--- src/rtl/dist_pkg.sv ---
// Shared types for the slot distributor.
// Assumes nothing beyond the 2-bit mode code and the five controller phases.
package dist_pkg;
    typedef enum logic [1:0] {
        MODE_SPLIT  = 2'd0,
        MODE_DUAL   = 2'd1,
        MODE_TRIPLE = 2'd2,
        MODE_SPLIT2 = 2'd3
    } mode_e;

    typedef enum logic [2:0] {
        ST_IDLE,
        ST_LOAD,
        ST_WAIT,
        ST_READ,
        ST_LAST
    } state_e;
endpackage

--- src/rtl/dist_pick.sv ---
// Finds the lowest set bit of a slot mask at or above a given index.
// Purely combinational. The index may be NSLOT, meaning "none left".
module dist_pick #(
    parameter int NSLOT = 4,
    parameter int SW    = 2
) (
    input  logic [NSLOT-1:0] mask,
    input  logic [SW:0]      lo,
    output logic             found,
    output logic [SW-1:0]    idx
);
    // scan downward so the lowest qualifying slot wins
    always_comb begin
        found = 1'b0;
        idx   = '0;
        for (int i = NSLOT - 1; i >= 0; i--) begin
            if (mask[i] && (i >= int'(lo))) begin
                found = 1'b1;
                idx   = SW'(i);
            end
        end
    end
endmodule

--- src/rtl/dist_voter.sv ---
// Return-path selector and voter.
// In split mode it passes the selected slot's word through.
// In double mode it passes slot 0 and flags any difference from slot 1.
// In triple mode it forms the bitwise majority of slots 0..2 and flags any disagreement.
// Assumes NSLOT >= 3.
module dist_voter #(
    parameter int NSLOT = 4,
    parameter int DW    = 8,
    parameter int SW    = 2
) (
    input  logic [NSLOT*DW-1:0] rdata,
    input  logic [SW-1:0]       sel,
    input  dist_pkg::mode_e     mode,
    output logic [DW-1:0]       word,
    output logic                mismatch
);
    import dist_pkg::*;

    logic [DW-1:0] w [NSLOT];

    for (genvar g = 0; g < NSLOT; g++) begin : g_unpack
        assign w[g] = rdata[g*DW +: DW];
    end

    // choose or vote the outgoing result word
    always_comb begin
        case (mode)
            MODE_TRIPLE: begin
                word     = (w[0] & w[1]) | (w[0] & w[2]) | (w[1] & w[2]);
                mismatch = (w[0] != w[1]) || (w[0] != w[2]);
            end
            MODE_DUAL: begin
                word     = w[0];
                mismatch = (w[0] != w[1]);
            end
            default: begin
                word     = w[sel];
                mismatch = 1'b0;
            end
        endcase
    end
endmodule

--- src/rtl/slot_distributor.sv ---
// Distributes a burst to accelerator slots and collects their results.
// Split mode deals consecutive chunks to the enabled slots in ascending order.
// Redundant modes broadcast to slots 0..1 or 0..2 and vote on the way back.
// Assumes each slot reports results one cycle after slot_re, and drops
// slot_done on the cycle after it sees its start pulse.
module slot_distributor #(
    parameter int NSLOT = 4,
    parameter int DW    = 8,
    parameter int LENW  = 8
) (
    input  logic                clk,
    input  logic                rst_n,
    input  logic                cfg_we,
    input  logic [NSLOT-1:0]    cfg_mask,
    input  logic [1:0]          cfg_mode,
    input  logic [LENW-1:0]     cfg_len,
    input  logic                start,
    input  logic                in_valid,
    input  logic [DW-1:0]       in_data,
    output logic [NSLOT-1:0]    slot_we,
    output logic [LENW-1:0]     slot_waddr,
    output logic [DW-1:0]       slot_wdata,
    output logic [NSLOT-1:0]    slot_start,
    input  logic [NSLOT-1:0]    slot_done,
    output logic [NSLOT-1:0]    slot_re,
    output logic [LENW-1:0]     slot_raddr,
    input  logic [NSLOT*DW-1:0] slot_rdata,
    output logic                out_valid,
    output logic [DW-1:0]       out_data,
    output logic                vote_err,
    output logic                busy
);
    import dist_pkg::*;

    localparam int SW = (NSLOT > 1) ? $clog2(NSLOT) : 1;

    state_e           state;
    mode_e            mode_q;
    logic [NSLOT-1:0] mask_q;
    logic [LENW-1:0]  len_q;
    logic [SW-1:0]    cur_q;
    logic [SW-1:0]    sel_q;
    logic [LENW-1:0]  idx_q;
    logic [NSLOT-1:0] strobed_q;
    logic [NSLOT-1:0] seen_q;
    logic [NSLOT-1:0] start_q;
    logic             rd_q;

    logic             is_split;
    logic [NSLOT-1:0] grp;
    logic [NSLOT-1:0] tgt;
    logic             last_idx;
    logic             first_found;
    logic             next_found;
    logic [SW-1:0]    first_idx;
    logic [SW-1:0]    next_idx;
    logic             start_ok;
    logic [DW-1:0]    vote_word;
    logic             vote_bad;

    // decode the mode into the round's slot group and this cycle's target slots
    always_comb begin
        is_split = !((mode_q == MODE_DUAL) || (mode_q == MODE_TRIPLE));
        case (mode_q)
            MODE_DUAL:   grp = NSLOT'(2'b11);
            MODE_TRIPLE: grp = NSLOT'(3'b111);
            default:     grp = mask_q;
        endcase
        tgt      = is_split ? (NSLOT'(1) << cur_q) : grp;
        last_idx = (idx_q == len_q - LENW'(1));
        start_ok = (state == ST_IDLE) && start && (len_q != '0) &&
                   (!is_split || first_found);
    end

    dist_pick #(.NSLOT(NSLOT), .SW(SW)) u_first (
        .mask  (mask_q),
        .lo    ('0),
        .found (first_found),
        .idx   (first_idx)
    );

    dist_pick #(.NSLOT(NSLOT), .SW(SW)) u_next (
        .mask  (mask_q),
        .lo    ((SW+1)'(cur_q) + (SW+1)'(1)),
        .found (next_found),
        .idx   (next_idx)
    );

    // configuration registers, writable only between rounds
    always_ff @(posedge clk) begin
        if (!rst_n) begin
            mode_q <= MODE_SPLIT;
            mask_q <= '0;
            len_q  <= '0;
        end else if (cfg_we && (state == ST_IDLE)) begin
            mode_q <= mode_e'(cfg_mode);
            mask_q <= cfg_mask;
            len_q  <= cfg_len;
        end
    end

    // round controller: load chunks, wait for done, read back
    always_ff @(posedge clk) begin
        if (!rst_n) begin
            state     <= ST_IDLE;
            cur_q     <= '0;
            sel_q     <= '0;
            idx_q     <= '0;
            strobed_q <= '0;
            seen_q    <= '0;
            start_q   <= '0;
            rd_q      <= 1'b0;
        end else begin
            start_q <= '0;
            rd_q    <= 1'b0;
            if ((state == ST_LOAD) || (state == ST_WAIT))
                seen_q <= seen_q | (slot_done & strobed_q & ~start_q);
            case (state)
                ST_IDLE: if (start_ok) begin
                    state     <= ST_LOAD;
                    cur_q     <= is_split ? first_idx : '0;
                    idx_q     <= '0;
                    strobed_q <= '0;
                    seen_q    <= '0;
                end
                ST_LOAD: if (in_valid) begin
                    if (last_idx) begin
                        idx_q     <= '0;
                        start_q   <= tgt;
                        strobed_q <= strobed_q | tgt;
                        if (is_split && next_found) cur_q <= next_idx;
                        else                        state <= ST_WAIT;
                    end else begin
                        idx_q <= idx_q + LENW'(1);
                    end
                end
                ST_WAIT: if ((seen_q & grp) == grp) begin
                    state <= ST_READ;
                    cur_q <= is_split ? first_idx : '0;
                    idx_q <= '0;
                end
                ST_READ: begin
                    rd_q  <= 1'b1;
                    sel_q <= cur_q;
                    if (last_idx) begin
                        idx_q <= '0;
                        if (is_split && next_found) cur_q <= next_idx;
                        else                        state <= ST_LAST;
                    end else begin
                        idx_q <= idx_q + LENW'(1);
                    end
                end
                default: state <= ST_IDLE;
            endcase
        end
    end

    dist_voter #(.NSLOT(NSLOT), .DW(DW), .SW(SW)) u_voter (
        .rdata    (slot_rdata),
        .sel      (sel_q),
        .mode     (mode_q),
        .word     (vote_word),
        .mismatch (vote_bad)
    );

    // drive the slot-side ports and the result port
    always_comb begin
        slot_we    = ((state == ST_LOAD) && in_valid) ? tgt : '0;
        slot_waddr = idx_q;
        slot_wdata = in_data;
        slot_start = start_q;
        slot_re    = (state == ST_READ) ? tgt : '0;
        slot_raddr = idx_q;
        out_valid  = rd_q;
        out_data   = vote_word;
        vote_err   = rd_q && vote_bad;
        busy       = (state != ST_IDLE);
    end
endmodule

--- config.mk ---
export PLATFORM = sky130hd
export DESIGN_NAME = slot_distributor
export DESIGN_NICKNAME = d
export VERILOG_FILES = /design/src/rtl/dist_pkg.sv /design/src/rtl/dist_pick.sv /design/src/rtl/dist_voter.sv /design/src/rtl/slot_distributor.sv
export SDC_FILE = /design/constraint.sdc
export NUM_CORES = 1
export LEC_CHECK = 0
export ABC_AREA = 1
export BUFFER_PORTS_ARGS = -buffer_cell sky130_fd_sc_hd__buf_4
export CORE_UTILIZATION = 54
export DETAILED_ROUTE_END_ITERATION = 7
export PLACE_DENSITY = 0.86
export SETUP_SLACK_MARGIN = 0.05
export SYNTH_ARGS = -nofsm -noshare
export SYNTH_HDL_FRONTEND = slang
export SYNTH_SLANG_ARGS = --single-unit
--- constraint.sdc ---
create_clock -name clk -period 4.1 [get_ports clk]
set_clock_uncertainty 0.05 [all_clocks]
set_input_delay 0.82 -clock clk [delete_from_list [all_inputs] [get_ports clk]]
set_output_delay 0.82 -clock clk [all_outputs]
set_load 0.05 [all_outputs]
==> flow_summary.json, run 1 <==
{
  "status": "finished clean",
  "synth_cell_types": 33,
  "core_um2": 5510,
  "drt_iter0_drc": 137,
  "p_total_w": 0.00208,
  "crit_required_ps": 3230,
  "start_util": 0.558,
  "synthAdderAreaFrac": 0.0855,
  "syn-num-nets": 541,
  "synthArstFlopShare": 0,
  "synth_most_common_cell": "nand2_1",
  "crit_family": "adder cells",
  "synth_xor_area_frac": 0.0257,
  "slowest_delay_ps": 710,
  "die_w_um": 77.4,
  "whs_ps": 419,
  "ios": 110,
  "htreeDepth": 2,
  "fin_crit_sh": 0.790,
  "synth_top_family_by_area": "simple AND/OR/NAND/NOR gates",
  "report.final.slew_viol_count": 0,
  "insertion_delay_ps": 300,
  "setup_violations": 0,
  "netlist.top_cell.by_area": "dfxtp_1",
  "maxCapViolCount": 0,
  "yosys-top-cells-area": "dfxtp_1, nand2_1, ha_1, a21oi_1, nor2_1",
  "grt_pass1_vias": 3107,
  "min_path_cells": 2,
  "dp.final_hpwl_um": 6160,
  "postCtsSetupRepairBufs": 0,
  "drive_gt1_frac": 0.245,
  "drc_errors": 0,
  "cts_num_sinks": 42,
  "rows": 27,
  "fin_tns_setup_ps": 0,
  "cts_buffers": 5,
  "timing.critical_path.buf_inv": 3,
  "reg2reg_depth": 11,
  "grt_start_max_net_pins": 26,
  "fin_util": 0.682,
  "die_area_um2": 6000,
  "ys_ff_latch": 42,
  "synthMuxAreaShare": 0,
  "dr.pass1.iters": 4,
  "worstReg2RegStart": "mode_q[0]",
  "num_vias": 3297,
  "cts_hold_buf": 0,
  "synth_top_area_frac": 0.274,
  "max-vdd-ir-drop_mv": 0.300,
  "path_cells": "inv_1 -> ha_1 -> inv_2 -> o21ai_0 -> nor2_1 -> buf_4",
  "yosysWarnings": 0,
  "yosysSeqAreaShare": 0.274,
  "ys.flop_type": "dfxtp_1",
  "cts_tree": "yes",
  "io_buffer_count": 93,
  "crit_arrival_ps": 2370,
  "hp-start": "seen_q[1]",
  "syn_avg_cell_area_um2": 6.72,
  "wl_per_cell_um": 13.2,
  "clkTransAtPathRegs_ps": 70,
  "slowest_stage": "ha_1",
  "ctsLongestPathBuffers": 2,
  "antenna_left": 0,
  "post-route-min-period_ps": 3240,
  "synth_compound_area_frac": 0.193,
  "synth_common_cells": "nand2_1, a21oi_1, nor2_1",
  "hold_viol_final": 0,
  "diodes": 0,
  "grtUsageTotal": 0.270,
  "final_cell_count_no_fill": 599,
  "routed_wirelength_um": 7910,
  "nets": 611,
  "r2r-end": "slot_raddr[1]",
  "fmax_ghz": 0.309,
  "power_density_nw_per_um2": 553,
  "cts_resized": 0,
  "p_leak_nw": 1.81,
  "crit_path_end_kind": "output port",
  "antenna_found_initial": 0,
  "hold_class": "flop to flop",
  "cp-start-kind": "flop",
  "grt_pass1_wl_um": 13200,
  "hold_end": "seen_q[1]",
  "yosys.area_share.simple": 0.303,
  "grt-ovfl-total": 0,
  "dp_cells": 592,
  "area.growth.synth_to_final_pct": 22.2,
  "syn_area_um2": 3070,
  "critPathKind": "flop to output port",
  "viasPerCell": 5.50,
  "gp_congestion": 0.884,
  "rsz0062_at_grt": "false",
  "netlist_instances": 457,
  "worstMarginPinSlew_ps": 712,
  "crit_fanout": 20,
  "cts_root_buf": "clkbuf_8",
  "die_h_um": 77.4,
  "relSlewSlack": 0.524,
  "r2r_slack_ps": 1410,
  "synth-edff-count": 0
}
worst min-delay path: stages (launching register included):
cell and delay (ps):
dfxtp_1 330, a21oi_1 40, nor2_1 70
final cells by class:
class	count	area (um2)
clock inverters	2	10.0
repair buffers	93	698
well taps	72	90.1
fillers	503	1750
inverters	48	180
clock buffers	5	68.8
multi-input cells	337	1870
flip-flops and latches	42	841
cell families (layout without fill, tap and decap cells):
family | Yosys count | in the layout
adders and majority gates | 21 | 21
DFF | 42 | 42
AOI/OAI and AO/OA | 98 | 98
buffers and inverters | 78 | 148
xor gates and xnor gates | 9 | 9
and+or+nand+nor | 209 | 209
routing by layer:
metal | share of wire | up-vias | global-route usage
met5 | 0 | - | 0
met3 | 0.080 | 17 | 0.0435
met4 | 0.018 | 0 | 0.102
li1 | - | 1647 | -
met1 | 0.42 | 1497 | 0.327
met2 | 0.48 | 136 | 0.476
layout by cell type, fill, tap and decap left out, drive strengths merged:
cell,n
a211o,8
a21oi,49
a22oi,9
a31oi,1
a32o,8
buf,93
clkbuf,5
clkinv,2
dfxtp,42
ha,21
inv,48
nand2,113
nand3,20
nand3b,1
nand4,6
nor2,60
nor3,4
nor3b,1
nor4,4
o211ai,1
o21ai,19
o21bai,2
o22ai,1
xnor2,2
xor2,7
sequential cells by signal (all words and copies together) (netlist names), 2 cells and up:
name,count
mode_q,2
state,3
cur_q,2
slot_start,4
strobed_q,4
mask_q,4
seen_q,4
slot_raddr,8
sel_q,2
len_q,8
power breakdown:
group,internal [W],total (W),switching (W)
logic,0.000407,0.00128,0.000875
registers,0.000473,0.000542,0.0000691
clock network,0.000114,0.000252,0.000138
through the flow:
step / worst slack [ps] / area [um2]
final: 863 / 3750
after CTS: 895 / 3750
after floorplan: 1220 / 3070
after global placement: 1290 / 3680
after global routing: 709 / 3750
after detailed placement: 1230 / 3680
worst max-delay path by stage:
stage | startpoint | to | slack, ps | depth (start not counted)
2_1_floorplan | slot_rdata[4] | vote_err | 1220 | 5
3_3_place_gp | slot_rdata[1] | vote_err | 1290 | 7
3_5_place_dp | mode_q[0] | slot_re[2] | 1230 | 6
4_1_cts | mode_q[0] | slot_re[2] | 900 | 6
5_1_grt | mode_q[0] | slot_re[2] | 710 | 6
6_report | mode_q[0] | slot_we[2] | 860 | 6
Power figures use the tool's default switching activity.
==> inputs of run 2 (changes only) <==
Settings changed: CORE_UTILIZATION 54 to 46, PLACE_DENSITY 0.86 to 0.78.
Clock period 4.1 ns to 2.7 ns, I/O delays scaled along.
==> run 2 against run 1 <==
Register-to-register slack worse by 930 ps. Flip-flop and latch count stayed put. Highest routed layer unchanged. Global-route usage is 2.7 points lower. Sequential share of layout area is 0.50 points lower. Routed wire length is 5.4% higher. Power is 59% higher. Combinational power is 55% higher. Clock power is 95% higher.
==> flow_summary.json, run 2 (synthesized netlist as in run 1, its figures left out) <==
{
  "status": "finished clean",
  "worst_slack_ps": 204,
  "cts_root_buf": "clkbuf_8",
  "slowest_delay_ps": 430,
  "path_cells": "inv_1 -> ha_1 -> inv_2 -> o21ai_0 -> nor2_1 -> buf_4",
  "setup_violations": 0,
  "fin_util": 0.601,
  "final_cell_mix": "nand2_1, buf_4, a21oi_1, nor2_1, inv_1",
  "cts_tree": "yes",
  "drc_errors": 0,
  "fillerInstances": 610,
  "multi_input_area_um2": 1870,
  "die_w_um": 83.7,
  "finish.instance_area_um2": 3840,
  "post-route-min-period_ps": 2500,
  "die_h_um": 83.7,
  "reg2reg_depth": 12,
  "grt_pass1_wl_um": 14100,
  "dpl_cell_area_um2": 3710,
  "fin_tns_setup_ps": 0,
  "ctsLongestPathBuffers": 2,
  "cts_num_sinks": 42,
  "cts_hold_buf": 0,
  "critPathKind": "flop to output port",
  "crit_required_ps": 2110,
  "fin_crit_sh": 0.925,
  "ios": 110,
  "slowest_stage": "o21ai_0",
  "grt_pass1_vias": 3128,
  "rsz0062_at_grt": "false",
  "antenna_found_initial": 0,
  "cp-start-kind": "flop",
  "drt_iter0_drc": 180,
  "nets": 617,
  "hold_viol_final": 0,
  "diodes": 0,
  "pre_cts_slack_ps": 459,
  "core_um2": 6390,
  "max-vdd-ir-drop_mv": 0.572,
  "crit_arrival_ps": 1910,
  "viasPerCell": 5.38,
  "routed_wirelength_um": 8330,
  "maxCapViolCount": 0,
  "ff_latch_area_um2": 841,
  "htreeDepth": 2,
  "dp.final_hpwl_um": 6440,
  "crit_path_end_kind": "output port",
  "worstMarginPinSlew_ps": 693,
  "antenna_left": 0,
  "clkTransAtPathRegs_ps": 80,
  "gp_congestion": 0.867,
  "grt_start_max_net_pins": 26,
  "grtUsageTotal": 0.243,
  "num_vias": 3286,
  "crit_fanout": 10,
  "start_util": 0.481,
  "fmax_ghz": 0.401,
  "grt-ovfl-total": 0,
  "dr.pass1.iters": 4,
  "p_leak_nw": 1.85,
  "cts_buffers": 5,
  "min_path_cells": 2,
  "io_buffer_count": 93,
  "die_area_um2": 7010,
  "hold_class": "flop to flop",
  "final_common_cell": "nand2_1",
  "report.final.slew_viol_count": 0,
  "power_density_nw_per_um2": 859,
  "r2r_slack_ps": 480,
  "wl_per_cell_um": 13.6,
  "insertion_delay_ps": 300,
  "rows": 29,
  "relSlewSlack": 0.537,
  "drive_gt1_frac": 0.255,
  "area.growth.synth_to_final_pct": 25.0
}
==> run 2: layer usage <==
| metal | vias to the layer above | global-route usage | share of wire |
|---|---|---|---|
| li1 | 1656 | - | - |
| met1 | 1495 | 0.311 | 0.45 |
| met2 | 125 | 0.424 | 0.47 |
| met3 | 10 | 0.0356 | 0.071 |
| met4 | 0 | 0.0663 | 0.012 |
| met5 | - | 0 | 0 |
==> run 2: through the flow <==
stage	total power (W)	instances	hold slack (ps)
final	0.00330	611	427
after detailed placement	0.00279	601	408
after global placement	0.00275	601	402
after global routing	0.00354	611	449
after CTS	0.00329	609	427
after floorplan	0.00235	457	378
==> run 2: worst paths after layout <==
| kind | to | start |
|---|---|---|
| setup / recovery | slot_we[2] | mode_q[0] |
| hold / removal | strobed_q[0] | strobed_q[0] |
| setup reg to reg | slot_raddr[1] | mode_q[0] |
| hold reg to reg | strobed_q[0] | strobed_q[0] |
==> run 2: layout make-up <==
class,instances,area share
Clock inverter,2,0.00977
Timing Repair Buffer,99,0.193
Sequential cell,42,0.219
Tap cell,77,0.0251
Clock buffer,6,0.0189
Multi-Input combinational cell,337,0.486
Inverter,48,0.0479
==> run 2: power breakdown <==
| part | leakage [nW] | switching (W) | internal, W |
|---|---|---|---|
| sequential | 0.343 | 0.000104 | 0.000717 |
| combinational | 1.45 | 0.00135 | 0.000637 |
| clock | 0.0514 | 0.000215 | 0.000276 |
==> run 2: critical path, delay by kind of cell (launching register included) <==
kind	cells	cell delay [ps]
fa+ha+maj	1	370
buf+inv	3	390
flops	1	340
compound gates	1	430
simple gates	1	100
==> run 2: repair_timing <==
item / in CTS / in global routing
gates resized for setup: 0 / 1
setup buffers: 0 / 2
endpoints found under the setup margin: 0 / 6
==> inputs of run 3 (changes only) <==
==> constraint.sdc (replaced) <==
create_clock -name clk -period 2.7 [get_ports clk]
set_clock_uncertainty 0.05 [all_clocks]
set_input_delay 0.81 -clock clk [delete_from_list [all_inputs] [get_ports clk]]
set_output_delay 0.81 -clock clk [all_outputs]
set_load 0.05 [all_outputs]
==> run 3 against run 2 <==
The flow now finishes with violations (negative setup slack). Power up 5.1%. Critical endpoint is now vote_err. Sequential share of layout area down 2.1 points. Critical path depth down 1. Fmax down 7.6%. Largest cell class unchanged. Clock power down 3%. Highest routed layer unchanged. Sequential power about the same. Global-route usage up 0.90 points. Count of clock-buffer cells in the layout up 2.
==> flow_summary.json, run 3 (synthesized netlist as in run 1, its figures left out) <==
{
  "status": "finished with violations",
  "violations": "negative setup slack",
  "die_area_um2": 7010,
  "io_buffer_count": 93,
  "crit_fanout": 3,
  "finish.instance_area_um2": 4280,
  "drc_errors": 0,
  "hold_viol_final": 0,
  "cts_tree": "yes",
  "area.growth.synth_to_final_pct": 39.1,
  "worstMarginPinSlew_ps": 667,
  "grt-ovfl-total": 0,
  "antenna_left": 0,
  "dr.pass1.iters": 5,
  "drive_gt1_frac": 0.335,
  "timing.critical_path.buf_inv": 2,
  "core_um2": 6390,
  "final_cell_mix": "buf_4, nand2_1, a21oi_1, inv_1, nor2_1",
  "cts_num_sinks": 42,
  "crit_family": "adder cells",
  "die_h_um": 83.7,
  "relSlewSlack": 0.554,
  "antenna_found_initial": 0,
  "nets": 639,
  "maxCapViolCount": 0,
  "routed_wirelength_um": 8970,
  "num_vias": 3386,
  "insertion_delay_ps": 300,
  "dp.final_hpwl_um": 6560,
  "setup_violations": 1,
  "rows": 29,
  "final_cell_count_no_fill": 633,
  "slowest_delay_ps": 330,
  "cts_hold_buf": 0,
  "cts_buffers": 5,
  "viasPerCell": 5.35,
  "report.final.slew_viol_count": 0,
  "ios": 110,
  "crit_arrival_ps": 1840,
  "slowest_stage": "ha_1",
  "crit_top_cell": "buf_6",
  "cp-start-kind": "input pin",
  "dp_cells": 624,
  "wl_per_cell_um": 14.2,
  "hold_class": "flop to flop",
  "grt_pass1_wl_um": 14400,
  "diodes": 0,
  "r2r_slack_ps": 490,
  "p_leak_nw": 1.98,
  "rsz0062_at_grt": "true",
  "grt_pass1_vias": 3213,
  "drt_iter0_drc": 123,
  "final_common_cell": "buf_4",
  "clkTransAtPathRegs_ps": 80,
  "start_util": 0.481,
  "fmax_ghz": 0.370,
  "crit_path_end_kind": "output port",
  "post-route-min-period_ps": 2700,
  "fin_crit_sh": 1.00,
  "critPathKind": "input pin to output port",
  "path_cells": "buf_6 -> ha_1 -> nor4_2 -> a31oi_2 -> buf_6",
  "dpl_cell_area_um2": 3890,
  "max-vdd-ir-drop_mv": 0.546,
  "fillerInstances": 564,
  "crit_required_ps": 1840,
  "gp_congestion": 0.930,
  "ctsLongestPathBuffers": 2,
  "power_density_nw_per_um2": 810,
  "die_w_um": 83.7,
  "htreeDepth": 2,
  "cts_root_buf": "clkbuf_8",
  "grtUsageTotal": 0.252,
  "grt_start_max_net_pins": 26,
  "worst_slack_ps": -1.61
}
==> run 3: cell count changes in the layout (fill, tap and decap cells not counted), sizes merged <==
cell,previous run,this run
buf,99,121
clkinvlp,2,0
inv,47,48
clkbuf,6,8
bufinv,1,0
==> run 3: power by group <==
group	total, W	internal, W	switching [W]
clock	0.000475	0.000258	0.000216
combinational	0.00217	0.000752	0.00141
sequential	0.000824	0.000719	0.000105
==> run 3: path summary, 6_finish.rpt <==
path | start | endpoint | depth (start not counted)
setup / recovery | slot_rdata[3] | vote_err | 5
hold / removal | seen_q[2] | seen_q[2] | 2
setup reg to reg | mode_q[0] | slot_raddr[1] | 12
hold reg to reg | seen_q[2] | seen_q[2] | 2
==> run 3: layout make-up <==
type	instances	area, um2	share of cell area
Multi-Input combinational cell	337	2090	0.489
Sequential cell	42	845	0.198
Timing Repair Buffer	121	951	0.222
Inverter	48	183	0.0427
Tap cell	77	96.3	0.0225
Clock buffer	8	110	0.0258
==> run 3: worst min-delay path: cells and delay by family, from the launching register on <==
kind	cells	cell delay (ps)
AO/OA/AOI/OAI	1	40
AND/OR/NAND/NOR	1	70
flip-flops	1	330
==> run 3: metrics by stage <==
stage | worst slack, ps | setup TNS [ps] | total power, W | hold WS, ps | util
finish | -1.61 | -1.61 | 0.00346 | 426 | 0.669
global route | -47.1 | -47.1 | 0.00370 | 448 | 0.669
CTS | 4.91 | 0 | 0.00339 | 433 | 0.660
detailed placement | -125 | -125 | 0.00282 | 411 | 0.609
global placement | -93.6 | -93.6 | 0.00277 | 396 | 0.609
floorplan | -168 | -956 | 0.00235 | 378 | -
==> run 3: per-layer routing <==
layer  vias up  share of wire  global-route usage
li1       1700              -                   -
met1      1538           0.43               0.312
met2       129           0.49               0.435
met3        19          0.056              0.0415
met4         0          0.023              0.0986
met5         -              0                   0
==> run 3: what timing repair did <==
item                                    CTS  global route
buffers inserted                          0             1
pin swaps                                10             6
hold endpoints to repair                  0             0
resized for setup                        28            15
endpoints found under the setup margin   17            12
